`src/rtl/pin_irq_pkg.sv`:
```
package pin_irq_pkg;
  localparam int PERIOD_SEL_W = 4;

  // Strobes from control to datapath
  typedef struct packed {
    logic sampleStb;  // filter sampling instant
    logic clearStb;   // apply clear mask this cycle
  } irqCtrl_t;
endpackage

```
`src/rtl/pin_irq_ctrl.sv`:
```
module pin_irq_ctrl
  import pin_irq_pkg::*;
#(
  parameter int SEL_W = PERIOD_SEL_W
) (
  input  logic             clk,
  input  logic             rstN,
  input  logic             extTick,
  input  logic             dbSrcSel,
  input  logic [SEL_W-1:0] dbPeriodSel,
  input  logic             clrWe,
  output irqCtrl_t         ctrlStb
);
  localparam int CNT_W = 1 << SEL_W;

  logic [CNT_W-1:0] tickCnt;
  logic [CNT_W-1:0] tickLimit;
  logic             srcPulse;
  logic             sampleStb;

  assign srcPulse  = dbSrcSel ? extTick : 1'b1;
  assign tickLimit = (CNT_W'(1) << dbPeriodSel) - CNT_W'(1);
  assign sampleStb = srcPulse && (tickCnt >= tickLimit);

  always_ff @(posedge clk or negedge rstN) begin
    if (!rstN) begin
      tickCnt <= '0;
    end else if (srcPulse) begin
      tickCnt <= sampleStb ? '0 : tickCnt + CNT_W'(1);
    end
  end

  assign ctrlStb.sampleStb = sampleStb;
  assign ctrlStb.clearStb  = clrWe;

  AST_EXT_GATES_SAMPLE: assert property (@(posedge clk) disable iff (!rstN)
    dbSrcSel && !extTick |-> !sampleStb) else $error("sample without tick");

  AST_PERIOD_GAP: assert property (@(posedge clk) disable iff (!rstN)
    sampleStb |=> !sampleStb || dbPeriodSel == '0) else $error("back-to-back samples");
endmodule

```
`src/rtl/pin_irq_datapath.sv`:
```
module pin_irq_datapath
  import pin_irq_pkg::*;
#(
  parameter int NPINS = 8
) (
  input  logic             clk,
  input  logic             rstN,
  input  logic [NPINS-1:0] pinIn,
  input  logic [NPINS-1:0] trigLevel,
  input  logic [NPINS-1:0] enRise,
  input  logic [NPINS-1:0] enFall,
  input  logic [NPINS-1:0] dbEnable,
  input  logic [NPINS-1:0] clrMask,
  input  irqCtrl_t         ctrlStb,
  output logic [NPINS-1:0] flagQ
);
  logic [NPINS-1:0] rawPrev;
  logic [NPINS-1:0] smpPrev;
  logic [NPINS-1:0] dbLevel;
  logic [NPINS-1:0] dbPrev;
  logic [NPINS-1:0] sampleAgree;
  logic [NPINS-1:0] edgeHit;
  logic [NPINS-1:0] levelHit;
  logic [NPINS-1:0] setEv;
  logic [NPINS-1:0] clrVec;

  assign sampleAgree = ~(pinIn ^ smpPrev);
  assign clrVec      = ctrlStb.clearStb ? clrMask : '0;

  for (genvar i = 0; i < NPINS; i++) begin : g_pin
    logic nowLvl;
    logic oldLvl;
    // Filtered or raw view of the pin for edge detection
    assign nowLvl = dbEnable[i] ? dbLevel[i] : pinIn[i];
    assign oldLvl = dbEnable[i] ? dbPrev[i]  : rawPrev[i];
    assign edgeHit[i]  = (enRise[i] & nowLvl & ~oldLvl) | (enFall[i] & ~nowLvl & oldLvl);
    // Level detection: exactly one enable allowed
    assign levelHit[i] = (enRise[i] ^ enFall[i]) & (enRise[i] ? pinIn[i] : ~pinIn[i]);
    assign setEv[i]    = trigLevel[i] ? levelHit[i] : edgeHit[i];

    AST_NO_ARM_NO_FLAG: assert property (@(posedge clk) disable iff (!rstN)
      !flagQ[i] && !enRise[i] && !enFall[i] |=> !flagQ[i]) else $error("flag without enable");
    AST_BOTH_LEVEL_QUIET: assert property (@(posedge clk) disable iff (!rstN)
      !flagQ[i] && trigLevel[i] && enRise[i] && enFall[i] |=> !flagQ[i]) else $error("both-level fired");
    AST_LEVEL_HIGH_SETS: assert property (@(posedge clk) disable iff (!rstN)
      trigLevel[i] && enRise[i] && !enFall[i] && pinIn[i] |=> flagQ[i]) else $error("level high missed");
    AST_WRITE0_KEEPS: assert property (@(posedge clk) disable iff (!rstN)
      flagQ[i] && !(ctrlStb.clearStb && clrMask[i]) |=> flagQ[i]) else $error("flag lost");
    AST_FILTER_ON_SAMPLE: assert property (@(posedge clk) disable iff (!rstN)
      !ctrlStb.sampleStb |=> $stable(dbLevel[i])) else $error("filter moved off-sample");
  end

  always_ff @(posedge clk or negedge rstN) begin
    if (!rstN) begin
      rawPrev <= '0;
      smpPrev <= '0;
      dbLevel <= '0;
      dbPrev  <= '0;
      flagQ   <= '0;
    end else begin
      rawPrev <= pinIn;
      dbPrev  <= dbLevel;
      if (ctrlStb.sampleStb) begin
        smpPrev <= pinIn;
        dbLevel <= (dbLevel & ~sampleAgree) | (pinIn & sampleAgree);
      end
      flagQ <= (flagQ & ~clrVec) | setEv;  // set has priority
    end
  end
endmodule

```
`src/rtl/pin_irq_detect.sv`:
```
module pin_irq_detect
  import pin_irq_pkg::*;
#(
  parameter int NPINS = 8
) (
  input  logic                    clk,
  input  logic                    rstN,
  input  logic [NPINS-1:0]        pinIn,
  input  logic [NPINS-1:0]        trigLevel,
  input  logic [16+NPINS-1:0]     armWord,
  input  logic [NPINS-1:0]        dbEnable,
  input  logic                    dbSrcSel,
  input  logic [PERIOD_SEL_W-1:0] dbPeriodSel,
  input  logic                    extTick,
  input  logic                    clrWe,
  input  logic [NPINS-1:0]        clrMask,
  output logic [NPINS-1:0]        flags,
  output logic                    irq
);
  localparam int RISE_LSB = 16;
  localparam int FALL_LSB = 0;

  irqCtrl_t         ctrlStb;
  logic [NPINS-1:0] enRise;
  logic [NPINS-1:0] enFall;
  logic             armUnused;

  assign enRise    = armWord[RISE_LSB +: NPINS];
  assign enFall    = armWord[FALL_LSB +: NPINS];
  assign armUnused = ^armWord[RISE_LSB-1:FALL_LSB+NPINS];

  pin_irq_ctrl #(.SEL_W(PERIOD_SEL_W)) u_ctrl (
    .clk         (clk),
    .rstN        (rstN),
    .extTick     (extTick),
    .dbSrcSel    (dbSrcSel),
    .dbPeriodSel (dbPeriodSel),
    .clrWe       (clrWe),
    .ctrlStb     (ctrlStb)
  );

  pin_irq_datapath #(.NPINS(NPINS)) u_dp (
    .clk       (clk),
    .rstN      (rstN),
    .pinIn     (pinIn),
    .trigLevel (trigLevel),
    .enRise    (enRise),
    .enFall    (enFall),
    .dbEnable  (dbEnable),
    .clrMask   (clrMask),
    .ctrlStb   (ctrlStb),
    .flagQ     (flags)
  );

  assign irq = |flags;
endmodule

```
`config.mk`:
```
export PLATFORM = sky130hd
export DESIGN_NAME = pin_irq_detect
export DESIGN_NICKNAME = d
export VERILOG_FILES = /design/src/rtl/pin_irq_pkg.sv /design/src/rtl/pin_irq_ctrl.sv /design/src/rtl/pin_irq_datapath.sv /design/src/rtl/pin_irq_detect.sv
export SDC_FILE = /design/constraint.sdc
export NUM_CORES = 1
export LEC_CHECK = 0
export BUFFER_PORTS_ARGS = -buffer_cell sky130_fd_sc_hd__clkbuf_2
export CAP_MARGIN = 20
export CORE_MARGIN = 2
export CORE_UTILIZATION = 50
export CTS_BUF_LIST = sky130_fd_sc_hd__clkbuf_4 sky130_fd_sc_hd__clkbuf_8
export DETAILED_ROUTE_END_ITERATION = 10
export PLACE_DENSITY = 0.83
export RECOVER_POWER = 100
export SETUP_SLACK_MARGIN = 0.02
export SLEW_MARGIN = 20
export SYNTH_ARGS = -nofsm -noshare
export SYNTH_HDL_FRONTEND = slang
export SYNTH_SLANG_ARGS = --single-unit
```
`constraint.sdc`:
```
create_clock -name clk -period 2.33 [get_ports clk]
set_input_delay 0.466 -clock clk [delete_from_list [all_inputs] [get_ports clk]]
set_output_delay 0.466 -clock clk [all_outputs]
set_load 0.05 [all_outputs]
```
==> reports/results.tsv <==
stage	metric	value	unit
route	drt_wl_total	8.366	mm
floorplanning	die_h	85.30	um
hold_path	hp-class	input pin to flip-flop	
floorplanning	coreArea	6386	sq um
setup_path	reg2reg_slack	-0.24	ns
route	first_iter_violations	251	
synth	syn_nets	424	
route	dr.pass1.iters	4	
setup_path	worstPathRequired	2.53	ns
floorplanning	dieArea	7275	sq um
clock_tree	cts_tree	yes	
setup_path	cp.arrival	3.55	ns
power	ir_worst_vdd	0.0002979	V
timing	setup_tns	-29.67	ns
clock_tree	cts-root-buf	clkbuf_8	
grt	grtUsageTotal	22.56	%
timing	fmax	0.2992	GHz
final_layout	nNetsFinal	521	
power	power.leakage	1.909	nW
synth	ys_warn_count	0	
final_layout	stdcell_area	4163	sq um
synth	netlist_area	3304	sq um
timing	hold_viol_final	0	
setup_path	r2r_cells	7	
route	dr_total_vias	3072	
synth	synth-async-reset-ratio	100.0	%
floorplanning	row_count	29	
route	ant_nets	0	
setup_path	crit_end	u_dp.smpPrev[4]	
grt	grt_max_degree	35	
synth	ys_types	39	
status	violations	capacitance limit, slew limit, setup timing	
clock_tree	cts_buffer_depth	2	
grt	grt_pass1_vias	3037	
timing	tightest_slew	1.833	ns
timing	fin_ws	-1.013	ns
synth	ys_ff_latch	56	
route	vias_per_cell	5.953	
clock_tree	ctsHtreeMaxLevel	2	
timing	min_period	3.343	ns
setup_path	crit_type	input pin to flip-flop	
route	wire_per_inst	16.21	um
setup_path	cp_max_fo	6	
grt	antenna_found_initial	0	
setup_path	end_kind	flip-flop	
place	io_buffers	65	
setup_path	startpoint	dbPeriodSel[3]	
clock_tree	numCtsBuffers	5	
timing	final-setup-viol-count	32	
final_layout	antennaDiodeCount	0	
timing	fin_crit_sh	143.5	%
synth	ys.flop_type	dfrtp_1	
clock_tree	clk_latency	0.32	ns
synth	synth_area_per_cell	9.690	sq um
synth	netlist_instances	341	
floorplanning	die_w	85.30	um
timing	rsz0062_at_grt	yes	
clock_tree	clkSinkCount	56	
final_layout	layout-drive-gt1-share	26.20	%
place	post-place-ws	-1.337	ns
power	p_per_area	598.1	nW/um^2
route	drc	0	
timing	slew_headroom	-22.22	%
place	hpwl	5.805	mm
timing	maxSlewViolCount	35	
grt	grt_pass1_wl	13.30	mm
setup_path	reg2reg_from	u_ctrl.tickCnt[13]	
job	maxCapViolCount	1	
synth	synth_edf_count	0	
place	gp_congestion	0.8504	
place	dpl_cell_area	3945	sq um
setup_path	start_kind	input pin	
floorplanning	pin_count	74	
final_layout	syn_to_final_growth	25.97	%
timing	clock_skew	0.01086	ns
synth	seq_area_frac_synth	42.41	%
floorplanning	initial_core_util	51.74	%
grt	grt-ovfl-total	0	
status	status	finished with violations	
final_layout	fillers	490	
clock_tree	clk_pin_slew_worst_paths	0.11	ns
setup_path	r2r-end	u_dp.smpPrev[4]	
layout make-up:
type                    instances  area [sq um]  area share [%]
flip-flops and latches         56          1401           33.66
inverters                      10         37.54          0.9017
repair buffers                105         659.4           15.84
clock buffers                   5         68.82           1.653
multi-input cells             260          1872           44.97
well taps                      77         96.34           2.314
clock inverters                 3         27.53          0.6613
logic make-up (layout without fill, tap and decap cells):
| family | Yosys count | count (layout) | share of synthesized area (%) |
|---|---|---|---|
| compound gates | 93 | 93 | 17.87 |
| xor+xnor | 15 | 15 | 3.976 |
| fa+ha+maj | 18 | 18 | 6.816 |
| buf+inv | 25 | 123 | 3.294 |
| flops | 56 | 56 | 42.41 |
| mux | 8 | 8 | 3.408 |
| other cells | 1 | 1 | 0.1135 |
| simple gates | 125 | 125 | 22.11 |
critical path, cell delays in order:
cell     delay, ns
buf_6         0.10
nor3_4        0.26
nand2_2       0.11
ha_4          0.20
nor4b_4       0.25
a21oi_1       0.07
o22a_1        0.21
ha_1          0.30
nand4_1       0.13
or4_4         0.45
o32a_1        0.36
a21oi_4       0.20
buf_6         0.15
mux2_4        0.29
routing by layer:
metal  global-route usage [%]  vias up  wire length, um
met3                    2.918       18              401
met2                    39.70      105             4106
met4                    8.514        0              169
met5                        0        -                0
li1                         -     1466                -
met1                    28.23     1483             3689
report_power, final:
group / switching, W / internal (W) / leakage (nW) / total [W]
Combinational: 0.000416 / 0.000314 / 1.21 / 0.000730
Sequential: 0.000115 / 0.00108 / 0.650 / 0.00120
Clock: 0.000340 / 0.000222 / 0.0463 / 0.000561
Total: 0.000871 / 0.00162 / 1.91 / 0.00249
worst min-delay path by stage:
stage                     slack, ns  startpoint         endpoint  cells after the start
after floorplan                0.17        rstN        async pin                      0
after global placement         0.42   flip-flop   u_dp.dbPrev[0]                      0
after detailed placement       0.43   flip-flop   u_dp.dbPrev[5]                      0
after CTS                      0.18        rstN    u_dp.flagQ[5]                      2
after global routing           0.35    pinIn[6]  u_dp.rawPrev[6]                      1
final                          0.35    pinIn[0]  u_dp.rawPrev[0]                      1
cells in the final DEF, fill, tap and decap left out, drive strengths merged, types with 17 or more instances in the layout:
cell type,n
ha,18
buf,39
o31ai,17
nand3,22
o21ai,22
dfrtp,56
nand2,23
clkbuf,71
a21oi,28
nor2,21
cell usage after synthesis, types with 2 or more instances:
cell	instances	area, sq um
nor2b_1	2	12.51
nor3_1	2	10.01
xor2_1	11	96.34
o211ai_1	10	75.07
nor3b_1	8	60.06
a22oi_1	8	60.06
nand2b_1	11	68.82
nor4_1	2	12.51
a21oi_1	27	135.1
nor2_1	21	78.83
nor4bb_1	8	80.08
nand2_1	23	86.33
ha_1	18	225.2
inv_1	10	37.54
o31ai_1	17	127.6
nand4_1	7	43.79
mux2_4	6	90.09
o21a_1	3	22.52
xnor2_1	4	35.03
dfrtp_1	56	1401
buf_6	2	22.52
and3_1	6	37.54
nand4bb_1	8	90.09
clkbuf_1	12	45.04
nand3_1	22	110.1
o21ai_0	22	110.1
nor4b_1	2	17.52
mux2_2	2	22.52
timing repair:
item / CTS / global route
hold buffers: 0 / 0
pin swaps: 5 / 3
endpoints found under the setup margin: 32 / 32
setup buffers: 3 / 3
gates cloned: 0 / 1
gates resized for setup: 10 / 16
per-stage QoR:
| step | cells | hold WS [ns] | utilization [%] | power [W] |
|---|---|---|---|---|
| global placement | 503 | 0.4219 | 61.78 | 0.001861 |
| finish | 516 | 0.3484 | 65.18 | 0.002490 |
| floorplan | 341 | 0.1704 | - | 0.001623 |
| global route | 516 | 0.3545 | 65.18 | 0.002634 |
| CTS | 513 | 0.1816 | 64.07 | 0.002459 |
| detailed placement | 503 | 0.4273 | 61.78 | 0.001907 |
No activity file was read; power rests on OpenSTA's default activity.
